[src/rtl/supply_guard_pkg.sv]
package supply_guard_pkg;

    typedef enum logic [1:0] {
        ST_RUN      = 2'd0,
        ST_HOLD_EXT = 2'd1,
        ST_HOLD_BAT = 2'd2
    } guard_state_e;

    typedef struct packed {
        guard_state_e state;
        logic         armed;
        logic         lost;
    } guard_regs_t;

    localparam int unsigned COND_LOW  = 0;
    localparam int unsigned COND_HIGH = 1;
    localparam int unsigned COND_DOWN = 2;
    localparam int unsigned COND_UP   = 3;
    localparam int unsigned COND_NUM  = 4;

endpackage

[src/rtl/supply_limits.sv]
module supply_limits #(
    parameter int unsigned MV_W          = 16,
    parameter int unsigned TIGHT_RUN_MV  = 4750,
    parameter int unsigned TIGHT_PROT_MV = 4500,
    parameter int unsigned WIDE_RUN_MV   = 4500,
    parameter int unsigned WIDE_PROT_MV  = 4250
) (
    input  logic            grade_tight,
    output logic [MV_W-1:0] run_mv,
    output logic [MV_W-1:0] prot_mv
);
    always_comb begin
        if (grade_tight) begin
            run_mv  = MV_W'(TIGHT_RUN_MV);
            prot_mv = MV_W'(TIGHT_PROT_MV);
        end else begin
            run_mv  = MV_W'(WIDE_RUN_MV);
            prot_mv = MV_W'(WIDE_PROT_MV);
        end
    end
endmodule

[src/rtl/supply_qualifier.sv]
module supply_qualifier #(
    parameter int unsigned QUAL_W = 4
) (
    input  logic              clk,
    input  logic              rst_n,
    input  logic              sample_valid,
    input  logic              cond,
    input  logic [QUAL_W-1:0] qual_len,
    output logic              hit
);
    localparam logic [QUAL_W-1:0] RUN_MAX = {QUAL_W{1'b1}};

    logic [QUAL_W-1:0] run_d, run_q;
    logic [QUAL_W:0]   run_next;
    logic [QUAL_W:0]   need;

    always_comb begin
        run_next = {1'b0, run_q} + 1'b1;
        need     = (qual_len == '0) ? {{QUAL_W{1'b0}}, 1'b1} : {1'b0, qual_len};
        hit      = sample_valid && cond && (run_next >= need);
        run_d    = run_q;
        if (sample_valid) begin
            if (!cond)
                run_d = '0;
            else if (run_q != RUN_MAX)
                run_d = run_q + 1'b1;
        end
    end

    always_ff @(posedge clk) begin
        if (!rst_n)
            run_q <= '0;
        else
            run_q <= run_d;
    end
endmodule

[src/rtl/supply_guard.sv]
module supply_guard
    import supply_guard_pkg::*;
#(
    parameter int unsigned MV_W          = 16,
    parameter int unsigned QUAL_W        = 4,
    parameter int unsigned TIGHT_RUN_MV  = 4750,
    parameter int unsigned TIGHT_PROT_MV = 4500,
    parameter int unsigned WIDE_RUN_MV   = 4500,
    parameter int unsigned WIDE_PROT_MV  = 4250,
    parameter int unsigned SWITCH_MV     = 3000,
    parameter int unsigned ARM_MV        = 4250
) (
    input  logic              clk,
    input  logic              rst_n,
    input  logic              sample_valid,
    input  logic [MV_W-1:0]   supply_mv,
    input  logic              grade_tight,
    input  logic [QUAL_W-1:0] qual_len,
    output logic              wr_block,
    output logic              out_hiz,
    output logic              in_ignore,
    output logic              on_backup,
    output logic              backup_armed,
    output logic              data_lost,
    output logic [1:0]        state_code
);
    localparam logic [MV_W-1:0] SWITCH_LVL = MV_W'(SWITCH_MV);
    localparam logic [MV_W-1:0] ARM_LVL    = MV_W'(ARM_MV);

    logic [MV_W-1:0]     run_mv, prot_mv;
    logic [COND_NUM-1:0] cond, hit;
    guard_regs_t         regs_d, regs_q;

    supply_limits #(
        .MV_W         (MV_W),
        .TIGHT_RUN_MV (TIGHT_RUN_MV),
        .TIGHT_PROT_MV(TIGHT_PROT_MV),
        .WIDE_RUN_MV  (WIDE_RUN_MV),
        .WIDE_PROT_MV (WIDE_PROT_MV)
    ) u_limits (
        .grade_tight(grade_tight),
        .run_mv     (run_mv),
        .prot_mv    (prot_mv)
    );

    always_comb begin
        cond            = '0;
        cond[COND_LOW]  = supply_mv <= prot_mv;
        cond[COND_HIGH] = supply_mv >  run_mv;
        cond[COND_DOWN] = supply_mv <  SWITCH_LVL;
        cond[COND_UP]   = supply_mv >  SWITCH_LVL;
    end

    for (genvar g = 0; g < COND_NUM; g++) begin : g_qual
        supply_qualifier #(.QUAL_W(QUAL_W)) u_qual (
            .clk         (clk),
            .rst_n       (rst_n),
            .sample_valid(sample_valid),
            .cond        (cond[g]),
            .qual_len    (qual_len),
            .hit         (hit[g])
        );
    end

    always_comb begin
        regs_d = regs_q;
        unique case (regs_q.state)
            ST_RUN: begin
                if (hit[COND_DOWN]) begin
                    if (regs_q.armed) begin
                        regs_d.state = ST_HOLD_BAT;
                    end else begin
                        regs_d.state = ST_HOLD_EXT;
                        regs_d.lost  = 1'b1;
                    end
                end else if (hit[COND_LOW]) begin
                    regs_d.state = ST_HOLD_EXT;
                end
            end
            ST_HOLD_EXT: begin
                if (hit[COND_DOWN]) begin
                    if (regs_q.armed)
                        regs_d.state = ST_HOLD_BAT;
                    else
                        regs_d.lost = 1'b1;
                end else if (hit[COND_HIGH]) begin
                    regs_d.state = ST_RUN;
                end
            end
            ST_HOLD_BAT: begin
                if (hit[COND_UP])
                    regs_d.state = ST_HOLD_EXT;
            end
            default: regs_d.state = ST_HOLD_EXT;
        endcase
        if (sample_valid && (supply_mv > ARM_LVL))
            regs_d.armed = 1'b1;
    end

    always_ff @(posedge clk) begin
        if (!rst_n) begin
            regs_q.state <= ST_HOLD_EXT;
            regs_q.armed <= 1'b0;
            regs_q.lost  <= 1'b0;
        end else begin
            regs_q <= regs_d;
        end
    end

    always_comb begin
        wr_block     = regs_q.state != ST_RUN;
        out_hiz      = regs_q.state != ST_RUN;
        in_ignore    = regs_q.state != ST_RUN;
        on_backup    = regs_q.state == ST_HOLD_BAT;
        backup_armed = regs_q.armed;
        data_lost    = regs_q.lost;
        state_code   = regs_q.state;
    end
endmodule

[config.mk]
export PLATFORM = sky130hd
export DESIGN_NAME = supply_guard
export DESIGN_NICKNAME = d
export VERILOG_FILES = /design/src/rtl/supply_guard_pkg.sv /design/src/rtl/supply_limits.sv /design/src/rtl/supply_qualifier.sv /design/src/rtl/supply_guard.sv
export SDC_FILE = /design/constraint.sdc
export NUM_CORES = 1
export LEC_CHECK = 0
export BUFFER_PORTS_ARGS = -buffer_cell sky130_fd_sc_hd__buf_2
export CORE_ASPECT_RATIO = 1.25
export CORE_MARGIN = 2
export CORE_UTILIZATION = 54
export CTS_CLUSTER_SIZE = 28
export DETAILED_ROUTE_END_ITERATION = 10
export PLACE_DENSITY = 0.78
export RECOVER_POWER = 100
export SYNTH_ARGS = -nofsm -noshare
export SYNTH_HDL_FRONTEND = slang
export SYNTH_HIERARCHICAL = 1
export SYNTH_SLANG_ARGS = --single-unit
export TNS_END_PERCENT = 50
[constraint.sdc]
create_clock -name clk -period 2.8 [get_ports clk]
set_input_delay 0.7 -clock clk [delete_from_list [all_inputs] [get_ports clk]]
set_output_delay 0.7 -clock clk [all_outputs]
set_load 0.02 [all_outputs]
==> run_results.csv <==
group,metric,value,unit
worst_setup_path,cp_slowest_cell,"a221o_1",
status,status,"finished, final reports clean",
global_routing,first_global_vias,2311,
hold_path,hp-class,"reg -> reg",
sta,setup_violations,0,
synthesis,async_flop_share,0,%
floorplanning,fp-row-count,28,
detailed_routing,drt-initial-drc-count,112,
job,maxCapViolCount,0,
placement,place_hpwl,4.72,mm
worst_setup_path,path_cells,"buf_2 > ha_1 > nand4_1 > buf_4 > nor2_1 > a221o_1 > o31a_1 > nand2_1 > nor3_2 > mux2i_1 > a21oi_1 > nor2_1 > o21ai_1",
floorplanning,die_area,5550,µm²
detailed_routing,antenna_left,0,
placement,routabilityCongestion,1.02,
placement,place_ws,-0.243,ns
synthesis,ys_seq_elements,20,
global_routing,grt_start_max_net_pins,34,
sta,finalHoldViolations,0,
worst_setup_path,cp-end-kind,"flip-flop",
worst_setup_path,cpMostUsedCell,"nor2_1",
synthesis,yosys.area.top_type,"ha_1",
synthesis,synth_ff_type,"dfxtp_1",
sta,drv_slew,0,
worst_setup_path,cp.buffers_inverters,2,
finish,nFillCells,441,
floorplanning,start_util,56.3,%
synthesis,syn_inst,346,
detailed_routing,drtPass1Iterations,4,
cts,clock_sinks,20,
pwr,powerDensity,277,nW/µm²
detailed_routing,vias_per_cell,5.37,
global_routing,gr-total-overflow,0,
worst_setup_path,crit_required,2.93,ns
sta,fmax,375,MHz
floorplanning,die_w,67.1,µm
global_routing,antenna_found_initial,0,
pwr,totalPowerFinal,0.843,mW
pwr,p_leak,1.56,nW
worst_setup_path,critPathTopFamily,"compound AO/OA/AOI/OAI gates",
worst_setup_path,cp-start-kind,"input port",
global_routing,grt_usage,20.9,%
worst_setup_path,path_max_fanout,4,
detailed_routing,wirelength,5.66,mm
sta,tightest_slew,0.511,ns
sta,setup_ws,0.130,ns
worst_setup_path,cp_slowest_stage_delay,0.33,ns
cts,clk_path_buf_depth,2,
floorplanning,die_y,82.8,µm
sta,finalCritPeriodShare,95.4,%
floorplanning,num_io_pins,32,
cts,htree_levels,1,
detailed_routing,drc,0,
cts,cts.clk_slew.worst_paths,0.07,ns
cts,cts_tree,"done",
finish,diodes,0,
synthesis,yosys_warnings,6,
synthesis,netlist_top_cells_area,"ha_1 (24%), dfxtp_1 (15%), buf_4 (9.2%)",
cts,clockRootBuffer,"clkbuf_8",
global_routing,grt_pass1_wl,9.37,mm
floorplanning,core,4760,µm²
synthesis,synth_edf_count,0,
sta,period_minus_slack,2.67,ns
detailed_routing,wl_per_cell,12.5,µm
synthesis,syn_area,2680,µm²
detailed_routing,via_count,2434,
finish,nNetsFinal,471,
finish,drive_gt1_share,18.3,%
sta,maxSlewHeadroom,65.9,%
synthesis,synth.avg_cell_area,7.76,µm²
synthesis,ys_seq_area_share,14.9,%
synthesis,synth_cell_types,40,
worst_setup_path,cp.arrival,2.80,ns
placement,portBuffers,31,
finish,syn2layout_area_growth,13.3,%
synthesis,synth_top_area_share,24.2,%
worst_setup_path,path_class,"in -> reg",
cts,cts_made_buffers,3,
sta,skew,0.00374,ns
pwr,peakVddDrop,0.000186,V
cts,clkLatencyLatePin,0.26,ns
-- report_power, final --
| group | internal [mW] | switching [mW] | leakage, nW | total, mW |
|---|---|---|---|---|
| combinational | 0.160 | 0.179 | 1.38 | 0.338 |
| clock | 0.0961 | 0.0977 | 0.0216 | 0.194 |
| sequential | 0.295 | 0.0154 | 0.162 | 0.311 |
| total | 0.551 | 0.292 | 1.56 | 0.843 |
-- Yosys cell counts, types with 3 or more instances --
cell / n
nand3_1: 17
nor4_1: 3
xor2_1: 4
nor3b_1: 3
ha_1: 52
nor2_1: 8
a21oi_1: 18
nand2_1: 33
xnor2_1: 4
nand4_1: 8
nand2b_4: 4
a31o_2: 4
nor3_1: 10
dfxtp_1: 20
nor2b_1: 7
buf_4: 33
a2111oi_2: 4
and3_1: 6
o21ai_0: 20
a21boi_0: 6
inv_1: 44
o2bb2ai_1: 4
a21o_1: 10
-- timing repair --
item / CTS / global route
setup endpoints to repair: 0 / 1
setup buffers: 0 / 0
endpoints found under the hold margin: 0 / 0
gates resized for setup: 0 / 14
hold buffers: 0 / 0
-- per-stage QoR --
stage                     area (µm²)  util, %  std cells  setup TNS, ns  hold slack, ns
final                           3040     63.8        453              0           0.469
after global routing            3040     63.8        453        -0.0156           0.500
after CTS                       2970     62.4        453              0           0.471
after detailed placement        2930     61.6        450         -0.567           0.453
after global placement          2930     61.6        450         -0.348           0.442
after floorplan                 2760        -        367              0           0.453
-- registers in the layout, summed over array words and instances (netlist names) --
name / cells
g_qual.u_qual/run_q: 16
state_code: 2
backup_armed: 1
data_lost: 1
-- cell families (layout without fill, tap and decap cells) --
group                      Yosys count  count (layout)  share of synthesized area (%)
xor gates and xnor gates             8               8                           2.61
and+or+nand+nor                    108             108                           22.0
other                                2              23                          0.280
DFF                                 20              20                           14.9
buffers and inverters               77             103                           15.4
adders and majority gates           52              52                           24.2
muxes                                2               2                          0.746
AOI/OAI and AO/OA                   77              77                           19.9
-- cell type report --
| cell class | instances | area, µm² | area share, % |
|---|---|---|---|
| clock buffer | 3 | 41.3 | 1.36 |
| inverter | 44 | 165 | 5.43 |
| multi-input combinational | 270 | 2020 | 66.3 |
| sequential | 20 | 400 | 13.2 |
| tap | 60 | 75.1 | 2.47 |
| timing repair buffer | 56 | 343 | 11.3 |
-- routing by layer --
metal,vias to the layer above,GRT usage (%),part of all wire (%)
met5,-,0,0
met3,17,1.49,3.4
li1,1260,-,-
met2,57,37.8,52
met1,1100,23.9,40
met4,0,9.46,3.8
-- cells in the final DEF (no fill, tap or decap), types with 3 or more instances in the layout --
master     count
clkbuf_1      10
a2111oi_2      4
nand2_1       33
nor2b_1        7
o2bb2ai_1      4
a21boi_0       6
a31o_2         4
nand4_1        8
nand2b_4       4
buf_2         19
nor3_1         8
conb_1        23
o21ai_0       19
and3_1         6
xor2_1         4
a21o_1        10
clkbuf_8       3
nand3_1       17
buf_4         24
dfxtp_1       20
ha_4           3
inv_1         44
ha_1          49
nor3b_1        3
xnor2_1        4
nor2_1         8
a21oi_1       18
-- worst paths after layout --
kind / from / end / cells after the start / slack, ns
max: supply_mv[12] / state_code[0] / 13 / 0.13
min: data_lost / data_lost / 1 / 0.47
max reg2reg: g_qual[2].u_qual/run_q[0] / state_code[0] / 8 / 0.53
min reg2reg: data_lost / data_lost / 1 / 0.47
Note: power is estimated with default switching activity, not from simulation.
